File: src/rtl/sdbr_pkg.sv
package sdbr_pkg;

  typedef enum logic [1:0] {
    C_NOP  = 2'd0,
    C_PRE  = 2'd1,
    C_ACT  = 2'd2,
    C_READ = 2'd3
  } sd_cmd_e;

  // Burst length code: 00->1, 01->2, 10->4, 11->8
  function automatic logic [3:0] burst_words(input logic [1:0] sel);
    return 4'd1 << sel;
  endfunction

  // {cs_n, ras_n, cas_n, we_n}
  function automatic logic [3:0] cmd_pins(input sd_cmd_e c);
    case (c)
      C_PRE:   return 4'b0010;
      C_ACT:   return 4'b0011;
      C_READ:  return 4'b0101;
      default: return 4'b0111;
    endcase
  endfunction

endpackage

File: src/rtl/sdbr_pins.sv
module sdbr_pins
  import sdbr_pkg::*;
(
  input  sd_cmd_e cmd,
  output logic    cs_n,
  output logic    ras_n,
  output logic    cas_n,
  output logic    we_n
);
  always_comb {cs_n, ras_n, cas_n, we_n} = cmd_pins(cmd);
endmodule

File: src/rtl/sdbr_ctrl.sv
module sdbr_ctrl
  import sdbr_pkg::*;
#(
  parameter int BANK_W = 2,
  parameter int ROW_W  = 13,
  parameter int COL_W  = 10,
  parameter int ADDR_W = 13,
  parameter int LEN_W  = 6,
  parameter int T_RP   = 2,
  parameter int T_RCD  = 2
) (
  input  logic              clk,
  input  logic              rst_n,
  input  logic              req_valid,
  input  logic [BANK_W-1:0] req_bank,
  input  logic [ROW_W-1:0]  req_row,
  input  logic [COL_W-1:0]  req_col,
  input  logic [LEN_W-1:0]  req_len,
  input  logic [1:0]        burst_sel,
  input  logic              fin,
  output logic              req_ready,
  output sd_cmd_e           cmd,
  output logic [BANK_W-1:0] ba,
  output logic [ADDR_W-1:0] addr,
  output logic              want,
  output logic              last
);
  localparam int TMAX  = (T_RP > T_RCD) ? T_RP : T_RCD;
  localparam int TMR_W = (TMAX > 1) ? $clog2(TMAX + 1) : 1;
  localparam logic [TMR_W-1:0] RP_LOAD  = TMR_W'((T_RP > 1) ? T_RP - 2 : 0);
  localparam logic [TMR_W-1:0] RCD_LOAD = TMR_W'((T_RCD > 1) ? T_RCD - 2 : 0);

  typedef enum logic [2:0] {S_IDLE, S_PRE, S_WRP, S_ACT, S_WRCD, S_RD, S_DRAIN} st_e;

  st_e               state;
  logic [TMR_W-1:0]  tmr;
  logic [BANK_W-1:0] bank_q;
  logic [ROW_W-1:0]  row_q;
  logic [COL_W-1:0]  col_q;
  logic [LEN_W-1:0]  len_q, bl_q, beat;

  // Column of a READ at a given beat offset
  function automatic logic [COL_W-1:0] read_col(input logic [COL_W-1:0] c,
                                                input logic [LEN_W-1:0] off);
    return c + COL_W'(off);
  endfunction

  logic accept, last_beat, read_slot;
  assign accept    = req_valid && (state == S_IDLE) && (req_len != '0);
  assign last_beat = (beat == len_q - 1'b1);
  assign read_slot = ((beat & (bl_q - 1'b1)) == '0);

  always_ff @(posedge clk) begin
    if (!rst_n) begin
      state <= S_IDLE; tmr <= '0; bank_q <= '0; row_q <= '0;
      col_q <= '0; len_q <= '0; bl_q <= '0; beat <= '0;
    end else begin
      case (state)
        S_IDLE: if (accept) begin
          bank_q <= req_bank; row_q <= req_row; col_q <= req_col;
          len_q  <= req_len;  bl_q  <= LEN_W'(burst_words(burst_sel));
          beat   <= '0;       state <= S_PRE;
        end
        S_PRE: begin
          tmr   <= RP_LOAD;
          state <= (T_RP > 1) ? S_WRP : S_ACT;
        end
        S_WRP:  if (tmr == '0) state <= S_ACT; else tmr <= tmr - 1'b1;
        S_ACT: begin
          tmr   <= RCD_LOAD;
          state <= (T_RCD > 1) ? S_WRCD : S_RD;
        end
        S_WRCD: if (tmr == '0) state <= S_RD; else tmr <= tmr - 1'b1;
        S_RD: begin
          beat <= beat + 1'b1;
          if (last_beat) state <= S_DRAIN;
        end
        S_DRAIN: if (fin) state <= S_IDLE;
        default: state <= S_IDLE;
      endcase
    end
  end

  always_comb begin
    cmd  = C_NOP;
    ba   = '0;
    addr = '0;
    case (state)
      S_PRE: begin cmd = C_PRE; ba = bank_q; addr[10] = 1'b1; end
      S_ACT: begin cmd = C_ACT; ba = bank_q; addr = ADDR_W'(row_q); end
      S_RD: if (read_slot) begin
        cmd = C_READ; ba = bank_q; addr = ADDR_W'(read_col(col_q, beat));
      end
      default: ;
    endcase
  end

  assign req_ready = (state == S_IDLE);
  assign want      = (state == S_RD);
  assign last      = (state == S_RD) && last_beat;

  p_pre_after_accept_r3: assert property (@(posedge clk) disable iff (!rst_n)
    accept |=> (cmd == C_PRE));
  p_no_accept_busy_r2: assert property (@(posedge clk) disable iff (!rst_n)
    !req_ready |=> (cmd != C_PRE));
  p_len_zero_r2: assert property (@(posedge clk) disable iff (!rst_n)
    (req_valid && req_ready && req_len == '0) |=> (cmd == C_NOP && req_ready));
endmodule

File: src/rtl/sdbr_capture.sv
module sdbr_capture #(
  parameter int DQ_W    = 16,
  parameter int CAS_LAT = 2
) (
  input  logic            clk,
  input  logic            rst_n,
  input  logic            want,
  input  logic            last,
  input  logic [DQ_W-1:0] dq_in,
  output logic            rd_valid,
  output logic [DQ_W-1:0] rd_data,
  output logic            done,
  output logic            fin
);
  logic [CAS_LAT-1:0] pw, pl;
  logic               last_q;

  generate
    if (CAS_LAT == 1) begin : g_short
      always_ff @(posedge clk) begin
        if (!rst_n) begin pw <= '0; pl <= '0; end
        else begin pw <= want; pl <= last; end
      end
    end else begin : g_long
      always_ff @(posedge clk) begin
        if (!rst_n) begin pw <= '0; pl <= '0; end
        else begin
          pw <= {pw[CAS_LAT-2:0], want};
          pl <= {pl[CAS_LAT-2:0], last};
        end
      end
    end
  endgenerate

  assign fin = rd_valid && last_q;

  always_ff @(posedge clk) begin
    if (!rst_n) begin
      rd_valid <= 1'b0; rd_data <= '0; last_q <= 1'b0; done <= 1'b0;
    end else begin
      rd_valid <= pw[CAS_LAT-1];
      if (pw[CAS_LAT-1]) rd_data <= dq_in;
      last_q   <= pw[CAS_LAT-1] && pl[CAS_LAT-1];
      done     <= fin;
    end
  end

  p_done_after_last_r8: assert property (@(posedge clk) disable iff (!rst_n)
    done |-> $past(rd_valid));
endmodule

File: src/rtl/sdram_burst_reader.sv
module sdram_burst_reader
  import sdbr_pkg::*;
#(
  parameter int BANK_W  = 2,
  parameter int ROW_W   = 13,
  parameter int COL_W   = 10,
  parameter int ADDR_W  = 13,
  parameter int DQ_W    = 16,
  parameter int DQM_W   = 2,
  parameter int LEN_W   = 6,
  parameter int T_RP    = 2,
  parameter int T_RCD   = 2,
  parameter int CAS_LAT = 2
) (
  input  logic              clk,
  input  logic              rst_n,
  input  logic              req_valid,
  output logic              req_ready,
  input  logic [BANK_W-1:0] req_bank,
  input  logic [ROW_W-1:0]  req_row,
  input  logic [COL_W-1:0]  req_col,
  input  logic [LEN_W-1:0]  req_len,
  input  logic [1:0]        burst_sel,
  output logic              sd_cke,
  output logic              sd_cs_n,
  output logic              sd_ras_n,
  output logic              sd_cas_n,
  output logic              sd_we_n,
  output logic [BANK_W-1:0] sd_ba,
  output logic [ADDR_W-1:0] sd_addr,
  output logic [DQM_W-1:0]  sd_dqm,
  input  logic [DQ_W-1:0]   sd_dq_in,
  output logic              rd_valid,
  output logic [DQ_W-1:0]   rd_data,
  output logic              done
);
  sd_cmd_e cmd_w;
  logic    want_w, last_w, fin_w;

  sdbr_ctrl #(
    .BANK_W(BANK_W), .ROW_W(ROW_W), .COL_W(COL_W), .ADDR_W(ADDR_W),
    .LEN_W(LEN_W), .T_RP(T_RP), .T_RCD(T_RCD)
  ) u_ctrl (
    .clk(clk), .rst_n(rst_n), .req_valid(req_valid), .req_bank(req_bank),
    .req_row(req_row), .req_col(req_col), .req_len(req_len),
    .burst_sel(burst_sel), .fin(fin_w), .req_ready(req_ready),
    .cmd(cmd_w), .ba(sd_ba), .addr(sd_addr), .want(want_w), .last(last_w)
  );

  sdbr_pins u_pins (
    .cmd(cmd_w), .cs_n(sd_cs_n), .ras_n(sd_ras_n), .cas_n(sd_cas_n), .we_n(sd_we_n)
  );

  sdbr_capture #(.DQ_W(DQ_W), .CAS_LAT(CAS_LAT)) u_cap (
    .clk(clk), .rst_n(rst_n), .want(want_w), .last(last_w), .dq_in(sd_dq_in),
    .rd_valid(rd_valid), .rd_data(rd_data), .done(done), .fin(fin_w)
  );

  assign sd_cke = 1'b1;
  assign sd_dqm = req_ready ? {DQM_W{1'b1}} : {DQM_W{1'b0}};

  p_valid_while_busy_r7: assert property (@(posedge clk) disable iff (!rst_n)
    rd_valid |-> !req_ready);
  p_done_ready_r8: assert property (@(posedge clk) disable iff (!rst_n)
    done |-> req_ready);
endmodule

File: config.mk
export PLATFORM = sky130hd
export DESIGN_NAME = sdram_burst_reader
export DESIGN_NICKNAME = d
export VERILOG_FILES = /design/src/rtl/sdbr_pkg.sv /design/src/rtl/sdbr_pins.sv /design/src/rtl/sdbr_ctrl.sv /design/src/rtl/sdbr_capture.sv /design/src/rtl/sdram_burst_reader.sv
export SDC_FILE = /design/constraint.sdc
export NUM_CORES = 1
export LEC_CHECK = 0
export BUFFER_PORTS_ARGS = -buffer_cell sky130_fd_sc_hd__buf_2
export CAP_MARGIN = 20
export CORE_ASPECT_RATIO = 1.5
export CORE_MARGIN = 2
export CORE_UTILIZATION = 40
export DETAILED_ROUTE_END_ITERATION = 6
export PLACE_DENSITY = 0.67
export SETUP_SLACK_MARGIN = 0.15
export SLEW_MARGIN = 40
export SYNTH_ARGS = -nofsm -noshare
export SYNTH_HDL_FRONTEND = slang
export SYNTH_HIERARCHICAL = 1
export SYNTH_SLANG_ARGS = --single-unit
export TNS_END_PERCENT = 50
File: constraint.sdc
create_clock -name clk -period 1.7 [get_ports clk]
set_input_delay 0 -clock clk [delete_from_list [all_inputs] [get_ports clk]]
set_output_delay 0 -clock clk [all_outputs]
set_load 0.02 [all_outputs]
# Yosys cells after proc, flatten, opt, wreduce, memory -nomap -nowiden
# Index checks and enable logic that the tools add are counted.
# op_classes
addsub	5
n_eq_ne	16
shifts	1
muxes	20
bitwise	1
reduce_logical	17
# op_table
cell	count
one-hot mux 3 bit (7 select lines)	1
one-hot mux 10 bit (2 select lines)	1
two-way mux 3 bit	5
one-hot mux 2 bit (2 select lines)	3
one-hot mux 6 bit (2 select lines)	1
adder 10 x 6 -> 10 bit	1
two-way mux 10 bit	1
equality test 3 bit (second input constant)	3
one-hot mux 3 bit (3 select lines)	1
two-way mux 2 bit	4
adder 6 x 1 -> 6 bit (second input constant)	1
bitwise AND 6 bit	1
equality test 3 x 2 -> 1 bit (second input constant)	2
equality test 6 bit	1
logical NOT 6 bit	1
two-way mux 6 bit	1
!= test 2 x 1 -> 1 bit (second input constant)	3
!= test 2 bit (second input constant)	3
one-hot mux 2 bit (3 select lines)	1
AND reduction 2 bit	3
nonzero test 6 bit	1
subtractor 6 x 1 -> 6 bit (second input constant)	1
logical AND 1 bit	5
AND reduction 5 bit	1
other kinds (11)	14
# totals
reg_bits	69
in_bits	52
output_inout_bits	41

# Depth between registers and ports, before layout
# Gate-level depths: netlist of the first run.
# logic_depth
ltp_word	7
ltp_mapped	11

# Hierarchy
# The synthesis of the first run kept the hierarchy.
# modules_own_cells
module	n_inst	cells_per_inst	area_per_inst_um2	seq_area_each_um2
sdbr_ctrl	1	343	2716.4	920.9
sdbr_capture	1	67	812.0	460.4
sdbr_pins	1	7	47.5	0.0
sdram_burst_reader	1	4	26.3	0.0

# Worst setup path before layout of the first run
# Ideal clock, no wire load.
# synth_path
kind	reg2out
startpoint	register u_ctrl.beat[0]
endpoint	output sd_addr[6]
arrival_time_ps	1956
required_time_ps	1700
setup_slack_ps	-256
path_stages_with_launch	9
path_buffers	0
cell_sequence	dfxtp_1 > ha_1 > inv_1 > fa_1 > nand2b_1 > a21oi_1 > o21a_1 > o21ai_0 > a32o_1
# synth_via
elab_chain_len	4
# synth_rtl
element	line_no	rtl
from (decl)	sdbr_ctrl.sv:40	logic [LEN_W-1:0] len_q, bl_q, beat;
from (signal assigned)	sdbr_ctrl.sv:75	beat <= beat + 1'b1;
branches (longest 2 deep; another with adder 10 x 6 -> 10 bit)	-	
two-way mux 10 bit *	sdbr_ctrl.sv:91	S_RD: if (read_slot) begin
one-hot mux 10 bit (2 select lines) *	sdbr_ctrl.sv:88	case (state)
to (decl)	sdram_burst_reader.sv:30	output logic [ADDR_W-1:0] sd_addr,
# Mark *: on every way between the ends.

# Worst setup path in the final report of the first run
# Ends and elaborated chain as after synthesis.

==> metrics.md, run 1 <==
| Metric | Value |
|---|---|
| TNS Setup | -4.80 ns |
| Worst path slowest cell | dfxtp_4 |
| Max-cap violations | 0 |
| Post-Syn Nets | 486 |
| Total number of vias | 3727 |
| Fmax | between 0.4 and 0.5 GHz |
| DRT Pass-1 Iters | 4 |
| Status | complete, but fails checks |
| Cells after Synth | 421 |
| Synth Area in Compound Gates | 0.177 |
| Bufs on Longest Clock Path | 2 |
| # diodes | 0 |
| Commonest non-fill, non-tap cell in the layout | buf_2 |
| Count of cell types in the netlist | between 60 and 70 |
| CP Data Arrival Time | roughly 2.2 ns |
| Worst Path Max Fanout | 4 |
| Largest net degree at the start of global routing | 46 |
| HP Class | in2reg |
| Post-detail-place hpwl | 6540 um |
| Post-layout power | just over 0.006 W |
| Antenna Nets Post-Route | 0 |
| Final Cycle Share | 1.27 |
| Worst hold slack | between 0.2 and 0.25 ns |
| Mux contribution to synthesized area | 0.0504 |
| Initial antenna violation count | 0 |
| Post-synthesis adder-cell area fraction | 0.0472 |
| Ys flop type | dfxtp_1 |
| Crit path buffers/inverters | 2 |
| Initial DRC Count | between 100 and 150 |
| Sequential area share after synthesis | 0.383 |
| Crit path largest cell delay | roughly 0.35 ns |
| Global-route wire length before repair | 17000 um |
| I/O pin total | between 90 and 100 |
| Post-Synth XOR/XNOR Area | 0.0340 |
| Tot GR Track Use | 0.228 |
| Failing checks | negative setup slack |
| Layout Nets | 673 |
| Worst-Margin Slew | around 0.73 ns |
| Chip Width | about 81 um |
| Post-layout min period | between 2 and 2.5 ns |
| Gpl congestion | 0.880 |
| RSZ-0062 raised after global routing | yes |
| Row cnt | 42 |
| Area grow syn2layout | 77.6% |
| Port Buffer Count | 90 |
| Starting density of the core | 0.410 |
| Post-route worst setup slack | -0.467 ns |
| Layout cells sized above 1 | 0.529 |
| Core ar. | around 0.0088 mm^2 |
| Vias in the first global route | about 3700 |
| CP top delay family | compound AO/OA/AOI/OAI gates |
| Slew Limit Fails | 0 |
| Crit end category | primary output |
| Synth Cell Area | 0.00360 mm^2 |
| Fin. Hold Viols | 0 |
| Total gr overflow | 0 |
| Post-synth EDFFs | 0 |
| Skew final | around 0.0096 ns |
| Drc violations | 0 |
| Clock Tree Root | clkbuf_16 |
| Clock slew at reported path FFs | about 0.06 ns |
| Most frequent cells in the layout | 74 x buf_2, 50 x dfxtp_1, 49 x dlygate4sd3_1 |
| Fraction of registers with async set/reset | 0 |
| Total CTS buffers | 9 |
| Yosys warns | 6 |
| Number of vias per cell | approximately 5.2 |
| Setup violators final | 16 |
| Worst path required time | between 1.5 and 2 ns |
| H-tree Lvls | 3 |
| Final WL | ~12000 um |
| Clock Sinks | 69 |
| DIE AREA | 0.00980 mm^2 |
| Die span in y | roughly 120 um |
| Kind of critical path | reg2out |
| Rel. slew slack | 0.513 |
| Later-pin clock latency in the skew report | about 0.34 ns |
| Largest family of logic cells by synthesized area | simple AND/OR/NAND/NOR gates |
| Pwr Density | between 900 and 1000 mW/mm^2 |
| Lkg Pwr | around 2.7 nW |
| Post-DR wirelength/cell | 16.9 um |
| Max VDD drop | about 0.0006 V |
| Seq cells post-synth | slightly below 70 |
| Avg Cell Area, Syn | 8.56 um^2 |
| TritonCTS clock tree | yes |
| Startpoint types | flop |
| Crit path cell chain | ha_4 -> inv_2 -> fa_2 -> nand2b_4 -> a21oi_4 -> o21a_1 -> or3_1 -> a32o_2 -> buf_6 |
| Synthesized-area fraction occupied by and/or/nand/nor cells | 0.245 |
where the power goes:
group | switching (W) | total [W] | internal [W] | leakage, nW
combinational | 0.00107 | 0.00223 | 0.00116 | 1.99
clock | 0.000727 | 0.00195 | 0.00122 | 0.155
sequential | 0.000143 | 0.00190 | 0.00175 | 0.571
cells in the mapped netlist, types with 3 or more instances:
cell	count	area share
nand2_1	78	0.081
dfxtp_1	69	0.38
a21boi_0	23	0.048
nor2b_1	22	0.038
o21ai_0	18	0.025
mux2i_1	17	0.047
inv_1	15	0.016
nor2_1	15	0.016
clkbuf_1	12	0.013
ha_1	12	0.042
a21boi_1	10	0.021
a21oi_1	10	0.014
and2_1	9	0.016
xor2_1	9	0.022
nand2b_1	8	0.014
nand3_1	7	0.0097
and3_1	6	0.010
buf_4	6	0.013
nor3_1	6	0.0083
xnor2_1	5	0.012
buf_2	4	0.0056
nand3b_1	4	0.0083
a22o_1	3	0.0073
a32o_1	3	0.0083
nor3b_1	3	0.0063
o2111ai_1	3	0.0073
o21a_1	3	0.0063
kinds of logic after synthesis:
group	Yosys count
adder cells (fa/ha/maj)	13
XOR/XNOR	14
AO/OA/AOI/OAI	90
multiplexers	18
buffers and inverters	42
flip-flops	69
other	2
AND/OR/NAND/NOR	173
worst register-to-register path, stage by stage, from the launching register on:
cell and delay (ns):
dfxtp_2 0.34, buf_4 0.16, xnor2_1 0.29, xnor2_1 0.15, nor3_2 0.20, o2111ai_2 0.18
a32o_1 0.28
routing by layer:
metal,vias to the layer above,GRT usage,routed length (um),share of wire
li1,1805,-,-,-
met2,106,0.423,6670,0.55
met1,1781,0.243,4560,0.37
met3,35,0.0433,496,0.041
met4,0,0.0922,488,0.040
met5,-,0,0,0
through the flow:
stage,worst slack (ns),utilization,std cells,cell area (um^2)
after detailed placement,-0.172,0.512,635,4500
after global placement,-0.123,0.512,635,4500
after global routing,-0.538,0.729,723,6400
final,-0.467,0.729,723,6400
after floorplan,-0.00658,-,421,3730
after CTS,-0.444,0.671,711,5880
sequential cells by signal, indices dropped and copies added, names as in the netlist, 2 cells and up:
register	count
u_cap/pl	2
u_cap/pw	2
u_cap/rd_data	16
u_ctrl/bank_q	2
u_ctrl/beat	6
u_ctrl/bl_q	4
u_ctrl/col_q	10
u_ctrl/len_q	6
u_ctrl/row_q	13
u_ctrl/state	3
u_ctrl/tmr	2
what timing repair did:
action,in CTS,in global routing
hold buffers,49,0
pin swaps,57,74
endpoints found under the hold margin,50,0
gates cloned,5,2
gates resized for setup,138,113
endpoints found under the setup margin,55,63
buffers inserted,6,10
worst paths after layout:
check / endpoint / start / slack [ns] / cells after the start
setup / recovery: sd_addr[6] / u_ctrl/beat[0] / -0.47 / 9
setup reg to reg: u_ctrl/state[0] / u_ctrl/beat[3] / 0 / 6
hold / removal: u_ctrl/beat[0] / rst_n / 0.23 / 3
hold reg to reg: u_cap/pl[1] / u_cap/pl[0] / 0.43 / 1
cell type report:
cell class	count	area, um^2
clock inverter	5	57.6
clock buffer	11	254
timing repair buffer	201	1730
tap	110	138
multi-input combinational	311	2730
inverter	16	67.6
fill	542	2380
sequential	69	1420
Note: power is estimated with default switching activity, not from simulation.
==> inputs of run 2 (changes only) <==
PLACE_DENSITY = 0.66   (was 0.67)
SYNTH_HIERARCHICAL = default   (was 1)
==> run 2 against run 1 <==
  * The run still ends with negative setup slack left
  * Clock power grew 13%
  * Worst hold slack got worse by 0.096 ns
  * Critical endpoint is now sd_ras_n
  * Clock skew decreased by 0.00058 ns
  * Core utilization fell by 7.6 points
  * Largest cell class unchanged
  * Final cell count fell by 0.97%
  * Flip-flop and latch count is the same
==> metrics.md, run 2 <==
| Metric | Value |
|---|---|
| CP top delay family | adder cells |
| Largest net degree at the start of global routing | 38 (-17%) |
| Drc violations | 0 (unchanged) |
| Worst hold slack | 0.138 ns (-0.0961 ns) |
| Clock Tree Root | clkbuf_16 |
| Core Util, Final | 0.653 (-0.0757) |
| Starting density of the core | 0.412 (+0.00190) |
| Avg Cell Area, Syn | 8.46 um^2 (-1.2%) |
| Crit path buffers/inverters | 2 (unchanged) |
| Rel. slew slack | 0.612 (+0.0983) |
| Clock slew at reported path FFs | 0.06 ns (about the same) |
| Post-detail-place hpwl | 6720 um (+2.7%) |
| TritonCTS clock tree | yes |
| Largest register by flop count | u_cap.rd_data |
| Core ar. | 0.00888 mm^2 (+1.2%) |
| Fin. Hold Viols | 0 (unchanged) |
| Commonest non-fill, non-tap cell in the layout | nand2_1 |
| Tot GR Track Use | 0.211 (-0.0168) |
| HP Class | in2reg |
| Worst path slowest cell | dfxtp_2 |
| Skew final | 0.00904 ns (-0.000578 ns) |
| Kind of critical path | reg2out |
| Crit path cell chain | inv_2 -> ha_4 -> xor2_1 -> a22o_2 -> nor3_4 -> nor2_1 -> ha_2 -> buf_6 |
| Area contributors post-synth | dfxtp_1 38%, nand2_1 8.1%, mux2i_1 4.6% |
| Final WL | 10300 um (-16%) |
| Final Cycle Share | 1.29 (+0.0120) |
| Max VDD drop | 0.000701 V (+17%) |
| Lkg Pwr | 2.44 nW (-10%) |
| Vias in the first global route | 3634 (-0.57%) |
| Sequential area share after synthesis | 0.377 (-0.00629) |
| CP Data Arrival Time | 2.19 ns (+0.02 ns) |
| Ys flop type | dfxtp_1 |
| Fin area | 0.00580 mm^2 (-9.3%) |
| Most frequent cells in the layout | 77 x nand2_1, 76 x buf_2, 57 x dfxtp_1 |
| Fmax | 0.457 GHz (-0.93%) |
| Count of cell types in the netlist | 54 (-13%) |
| Total CTS buffers | 9 (unchanged) |
| Initial DRC Count | 110 (-20%) |
| Post-synth top area share | 0.377 (-0.00629) |
| Max-cap violations | 0 (unchanged) |
| Worst slack at placement | -0.184 ns (-0.0116 ns) |
| DIE AREA | 0.00995 mm^2 (+1.6%) |
| Post-route worst setup slack | -0.487 ns (-0.0204 ns) |
| Seq cells post-synth | 69 (unchanged) |
| DRT Pass-1 Iters | 4 (unchanged) |
| Area grow syn2layout | 58.4% |
| Failing checks | negative setup slack |
| Cell accounting for the most synthesized area | dfxtp_1 |
| Clock Sinks | 69 (unchanged) |
| H-tree Lvls | 3 (unchanged) |
| Status | complete, but fails checks |
| Worst-Margin Slew | 0.583 ns (-0.147 ns) |
| Top-count cell post-synth | nand2_1 |
| Post-Syn Nets | 498 (+2.5%) |
| Synth Cell Area | 0.00366 mm^2 (+1.7%) |
| Worst Path Max Fanout | 5 (+1) |
| Cells after Synth | 433 (+2.9%) |
| Setup violators final | 15 (-1) |
| Fraction of registers with async set/reset | 0 (unchanged) |
| I/O pin total | 93 (unchanged) |
| Gpl congestion | 0.856 (-2.8%) |
| Largest registers | u_cap.rd_data: 16 flops, u_ctrl.row_q: 13 flops, u_ctrl.col_q: 10 flops |
| Post-DR wirelength/cell | 14.4 um (-15%) |
| Number of vias per cell | 5.08 (-1.4%) |
| Crit end category | primary output |
| Post-synth EDFFs | 0 (unchanged) |
| # diodes | 0 (unchanged) |
| DP Area | 0.00456 mm^2 (+1.5%) |
| Port Buffer Count | 90 (unchanged) |
| Row cnt | 42 (unchanged) |
| Post-layout min period | 2.19 ns (+0.0204 ns) |
| Initial antenna violation count | 0 (unchanged) |
| Startpoint types | flop |
| Die span in y | 121 um (+0.80%) |
| Antenna Nets Post-Route | 0 (unchanged) |
| Yosys warns | 0 (-6) |
| Slew Limit Fails | 0 (unchanged) |
| Total number of vias | 3640 (-2.3%) |
| Later-pin clock latency in the skew report | 0.33 ns (about the same) |
| Chip Width | 82.1 um (+0.79%) |
| Layout cells sized above 1 | 0.380 (-0.149) |
| Layout Nets | 666 (-1.0%) |
| Pwr Density | 1130 mW/mm^2 (+19%) |
| Crit path largest cell delay | 0.35 ns (about the same) |
| List of most frequent post-synthesis cells | 79 x nand2_1, 69 x dfxtp_1, 24 x nor2b_1 |
| Bufs on Longest Clock Path | 2 (unchanged) |
| Worst path required time | 1.70 ns (about the same) |
| Largest register FFs | 16 (unchanged) |
| Total gr overflow | 0 (unchanged) |
| Global-route wire length before repair | 16100 um (-5.5%) |
| RSZ-0062 raised after global routing | yes |
==> run 2: cell families after synthesis <==
group | Yosys count | share of synthesized area
AO/OA/AOI/OAI | 99 | 0.205
XOR/XNOR | 12 | 0.0287
adder cells (fa/ha/maj) | 13 | 0.0465
buffers and inverters | 49 | 0.0635
flip-flops | 69 | 0.377
multiplexers | 18 | 0.0495
other | 2 | 0.00205
AND/OR/NAND/NOR | 171 | 0.227
==> run 2: what timing repair did <==
| action | CTS | global route |
|---|---|---|
| hold endpoints to repair | 48 | 0 |
| setup endpoints to repair | 22 | 33 |
| gates resized for setup | 35 | 54 |
| cloned | 1 | 0 |
| hold buffers | 49 | 0 |
| pin swaps | 17 | 26 |
| buffers inserted | 1 | 3 |
==> run 2: through the flow <==
step                      power (W)  TNS, ns  instances
after global routing        0.00693    -6.90        716
after global placement      0.00391   -0.627        646
after floorplan             0.00339  -0.0879        433
after detailed placement    0.00397   -0.903        646
final                       0.00658    -5.68        716
after CTS                   0.00640    -5.93        713
==> run 2: worst paths after layout <==
check / slack (ns) / startpoint / endpoint / depth (start not counted)
max: -0.49 / u_ctrl.bl_q[1] / sd_ras_n / 8
min: 0.14 / req_valid / u_ctrl.row_q[12] / 4
max reg2reg: 0.03 / u_ctrl.len_q[1] / u_ctrl.state[1] / 7
min reg2reg: 0.44 / u_cap.pw[0] / u_cap.pw[1] / 1
==> run 2: power by group <==
| part | total (W) | switching, W | internal, W |
|---|---|---|---|
| logic | 0.00233 | 0.00125 | 0.00109 |
| clock network | 0.00220 | 0.000745 | 0.00146 |
| registers | 0.00204 | 0.000214 | 0.00183 |
| total | 0.00658 | 0.00221 | 0.00437 |
==> run 2: worst register-to-register path, stage by stage, from the launching register on <==
cell	delay (ns)
dfxtp_2	0.33
inv_1	0.07
ha_4	0.18
xnor2_2	0.17
o22ai_4	0.11
a2111oi_4	0.35
buf_4	0.19
a311o_1	0.19
==> run 2: cell type report <==
class	instances	area (um^2)
clock buffer	9	225
clock inverter	7	128
fill	719	3080
inverter	21	81.3
multi-input combinational	315	2410
sequential	69	1410
tap	110	138
timing repair buffer	185	1410
==> run 2: layer usage <==
layer / vias up / wire [um] / global-route usage
met1: 1703 / 3870 / 0.208
met5: - / 0 / 0
met3: 21 / 411 / 0.0461
met4: 0 / 311 / 0.124
met2: 96 / 5700 / 0.387
li1: 1820 / - / -
==> inputs of run 3 (changes only) <==
PLACE_DENSITY = 0.64   (was 0.66)
clock period = 2.25 ns   (was 1.7 ns; I/O delays follow)
==> run 3 against run 2 <==
  * The run now ends clean
  * Setup slack improved by 0.61 ns
  * Non-clock buffer count fell by 20
  * Final cell count fell by 2.9%
  * Sequential share of layout area rose by 2.1 points
  * Critical path depth rose by 1
  * Design area fell by 9.0%
  * Clock power fell by 39%
  * Via count fell by 3.9%
  * Combinational power fell by 36%
  * Flip-flop and latch count did not move
  * Register-to-register slack improved by 0.42 ns
  * First-iteration DRC count rose by 0.91%
  * Critical endpoint is now sd_addr[8]
==> metrics.md, run 3 (same netlist as run 2, synthesis figures left out) <==
| Metric | Value |
|---|---|
| Status | complete, no violations |
| Crit path buffers/inverters | 2 (unchanged) |
| CP top delay family | simple AND/OR/NAND/NOR gates |
| TNS Setup | 0 ns (+5.68 ns) |
| HP Class | in2reg |
| Worst path slowest cell | or4b_4 |
| Switching power of the nets | 0.00148 W (-33%) |
| Fmax | around 0.47 GHz |
| Clock Sinks | 69 (unchanged) |
| Startpoint types | flop |
| Layout Nets | 646 (-3.0%) |
| DIE AREA | 0.00995 mm^2 (unchanged) |
| Total gr overflow | 0 (unchanged) |
| Critical R2R Launch | u_ctrl.len_q[0] |
| Kind of critical path | reg2out |
| Max VDD drop | 0.000515 V (-27%) |
| Antenna Nets Post-Route | 0 (unchanged) |
| Largest net degree at the start of global routing | 47 (+24%) |
| RSZ-0062 raised after global routing | yes |
| Global-route wire length before repair | 15300 um (-4.9%) |
| Setup violators final | 0 (-15) |
| DRT Pass-1 Iters | 4 (unchanged) |
| Total number of vias | 3497 (-3.9%) |
| Clock power share | 0.309 (-0.026) |
| Vias in the first global route | 3458 (-4.8%) |
| Area grow syn2layout | 44.1% |
| Most frequent cells in the layout | 85 x buf_2, 79 x nand2_1, 63 x dfxtp_1 |
| Rel. slew slack | 0.536 (-0.0751) |
| Bufs on Longest Clock Path | 2 (unchanged) |
| R2r endpoint | u_ctrl.state[1] |
| Slew Limit Fails | 0 (unchanged) |
| Final WL | 9530 um (-7.4%) |
| Initial DRC Count | 111 (+0.91%) |
| Crit end category | primary output |
| Post-DR wirelength/cell | 13.7 um (-4.6%) |
| Min-Delay Path Depth | 5 (+1) |
| Levels on crit path | 9 (+1) |
| Largest registers | u_cap.rd_data: 16 flops, u_ctrl.row_q: 13 flops, u_ctrl.col_q: 10 flops |
| Core ar. | 0.00888 mm^2 (unchanged) |
| Largest register by flop count | u_cap.rd_data |
| I/O pin total | 93 (unchanged) |
| Gpl congestion | 0.865 (+1.1%) |
| Clock Tree Root | clkbuf_16 |
| R2R setup slack | 0.45 ns (+0.42 ns) |
| Clock slew at reported path FFs | 0.05 ns (about the same) |
| Fin. Hold Viols | 0 (unchanged) |
| Post-layout min period | between 2 and 2.5 ns |
| Die span in y | 121 um (unchanged) |
| Worst reg-to-reg path cell count | 7 (unchanged) |
| Crit path cell chain | ha_4 -> inv_2 -> fa_2 -> nand2b_4 -> a21oi_4 -> or4b_4 -> nand3_2 -> a22o_1 -> buf_6 |
| Row cnt | 42 (unchanged) |
| Final Cycle Share | 0.947 |
| Pwr Density | 829 mW/mm^2 (-27%) |
| Sequential Power Share | 0.349 (+0.039) |
| TritonCTS clock tree | yes |
| Worst Path Max Fanout | 4 (-1) |
| Switch share | 0.338 (+0.00226) |
| Hold Startpoint | req_valid |
| Drc violations | 0 (unchanged) |
| Total CTS buffers | 9 (unchanged) |
| Chip Width | 82.1 um (unchanged) |
| Post-detail-place hpwl | 6450 um (-3.9%) |
| CP Data Arrival Time | 2.13 ns (-0.06 ns) |
| Logic pwr share | 0.342 (-0.013) |
| Starting density of the core | 0.412 (unchanged) |
| Commonest non-fill, non-tap cell in the layout | buf_2 |
| Layout cells sized above 1 | 0.299 (-0.0804) |
| Largest register FFs | 16 (unchanged) |
| Port Buffer Count | 90 (unchanged) |
| Lkg Pwr | 2.23 nW (-8.8%) |
| Fillers | 773 (+7.5%) |
| Skew final | 0.00505 ns (-0.00399 ns) |
| Crit path largest cell delay | 0.52 ns (+0.17 ns) |
| Tot GR Track Use | 0.199 (-0.0117) |
| Max-cap violations | 0 (unchanged) |
| H-tree Lvls | 3 (unchanged) |
| Worst hold slack | 0.181 ns (+0.0430 ns) |
| Internal cell power | 0.00290 W (-34%) |
| Hold Path Sink | u_ctrl.state[0] |
| Later-pin clock latency in the skew report | 0.33 ns (about the same) |
| # diodes | 0 (unchanged) |
| Number of vias per cell | 5.03 (-1.0%) |
| Initial antenna violation count | 0 (unchanged) |
| Worst path required time | 2.25 ns (+0.55 ns) |
| Worst-Margin Slew | 0.695 ns (+0.113 ns) |
-- run 3: cell types whose count changed in the layout (fill, tap and decap cells not counted), sizes merged --
cell,before,now
bufinv,3,1
buf,136,116
clkinv,0,3
inv,25,21
clkbuf,9,10
clkinvlp,0,1
-- run 3: worst max-delay path by stage --
stage / from / end / slack [ns]
floorplan: u_ctrl.state[2] / u_ctrl.beat[0] / 0.17
global placement: u_ctrl.beat[0] / sd_addr[6] / 0.23
detailed placement: u_ctrl.col_q[0] / sd_addr[6] / 0.20
CTS: u_ctrl.col_q[0] / sd_addr[6] / 0.07
global route: u_ctrl.col_q[0] / sd_addr[8] / 0.05
finish: u_ctrl.col_q[0] / sd_addr[8] / 0.12
-- run 3: metal layers --
layer	global-route usage	share of wire	vias to the layer above
met3	0.0402	0.036	11
met5	0	0	-
met2	0.383	0.56	80
met1	0.201	0.39	1635
met4	0.0760	0.015	0
li1	-	-	1771
-- run 3: stage by stage --
stage,instance area [um^2],setup WS (ns),cells,power (W),util
floorplan,3660,0.172,433,0.00252,-
global placement,4250,0.226,624,0.00283,0.478
detailed placement,4250,0.201,624,0.00287,0.478
CTS,5200,0.0656,691,0.00437,0.586
global route,5280,0.0525,695,0.00464,0.594
finish,5280,0.119,695,0.00438,0.594
-- run 3: worst register-to-register path, cell delays in order, from the launching register on --
cell       delay [ns]
dfxtp_1          0.42
inv_1            0.07
ha_1             0.31
xor2_1           0.16
nand3_1          0.09
a2111oi_0        0.36
buf_4            0.19
a311o_1          0.15
-- run 3: power by group through the flow --
stage	Combinational [W]	Sequential, W	Clock, W
6_report	0.00150	0.00153	0.00135
2_1_floorplan	0.00104	0.00148	0
3_5_place_dp	0.00133	0.00154	0
5_1_grt	0.00165	0.00155	0.00144
3_3_place_gp	0.00130	0.00154	0
4_1_cts	0.00146	0.00152	0.00139
-- run 3: what timing repair did --
item	CTS	global route
hold buffers	49	0
hold endpoints to repair	48	0
endpoints found under the setup margin	14	43
gates resized for setup	43	9
pin swaps	15	16
setup buffers	3	4
-- run 3: layout make-up --
type | count | area, um^2 | area share
inverter | 21 | 81.3 | 0.0154
timing repair buffer | 165 | 1170 | 0.222
clock inverter | 5 | 52.6 | 0.00996
multi-input combinational | 315 | 2210 | 0.420
clock buffer | 10 | 229 | 0.0434
sequential | 69 | 1390 | 0.264
tap | 110 | 138 | 0.0261
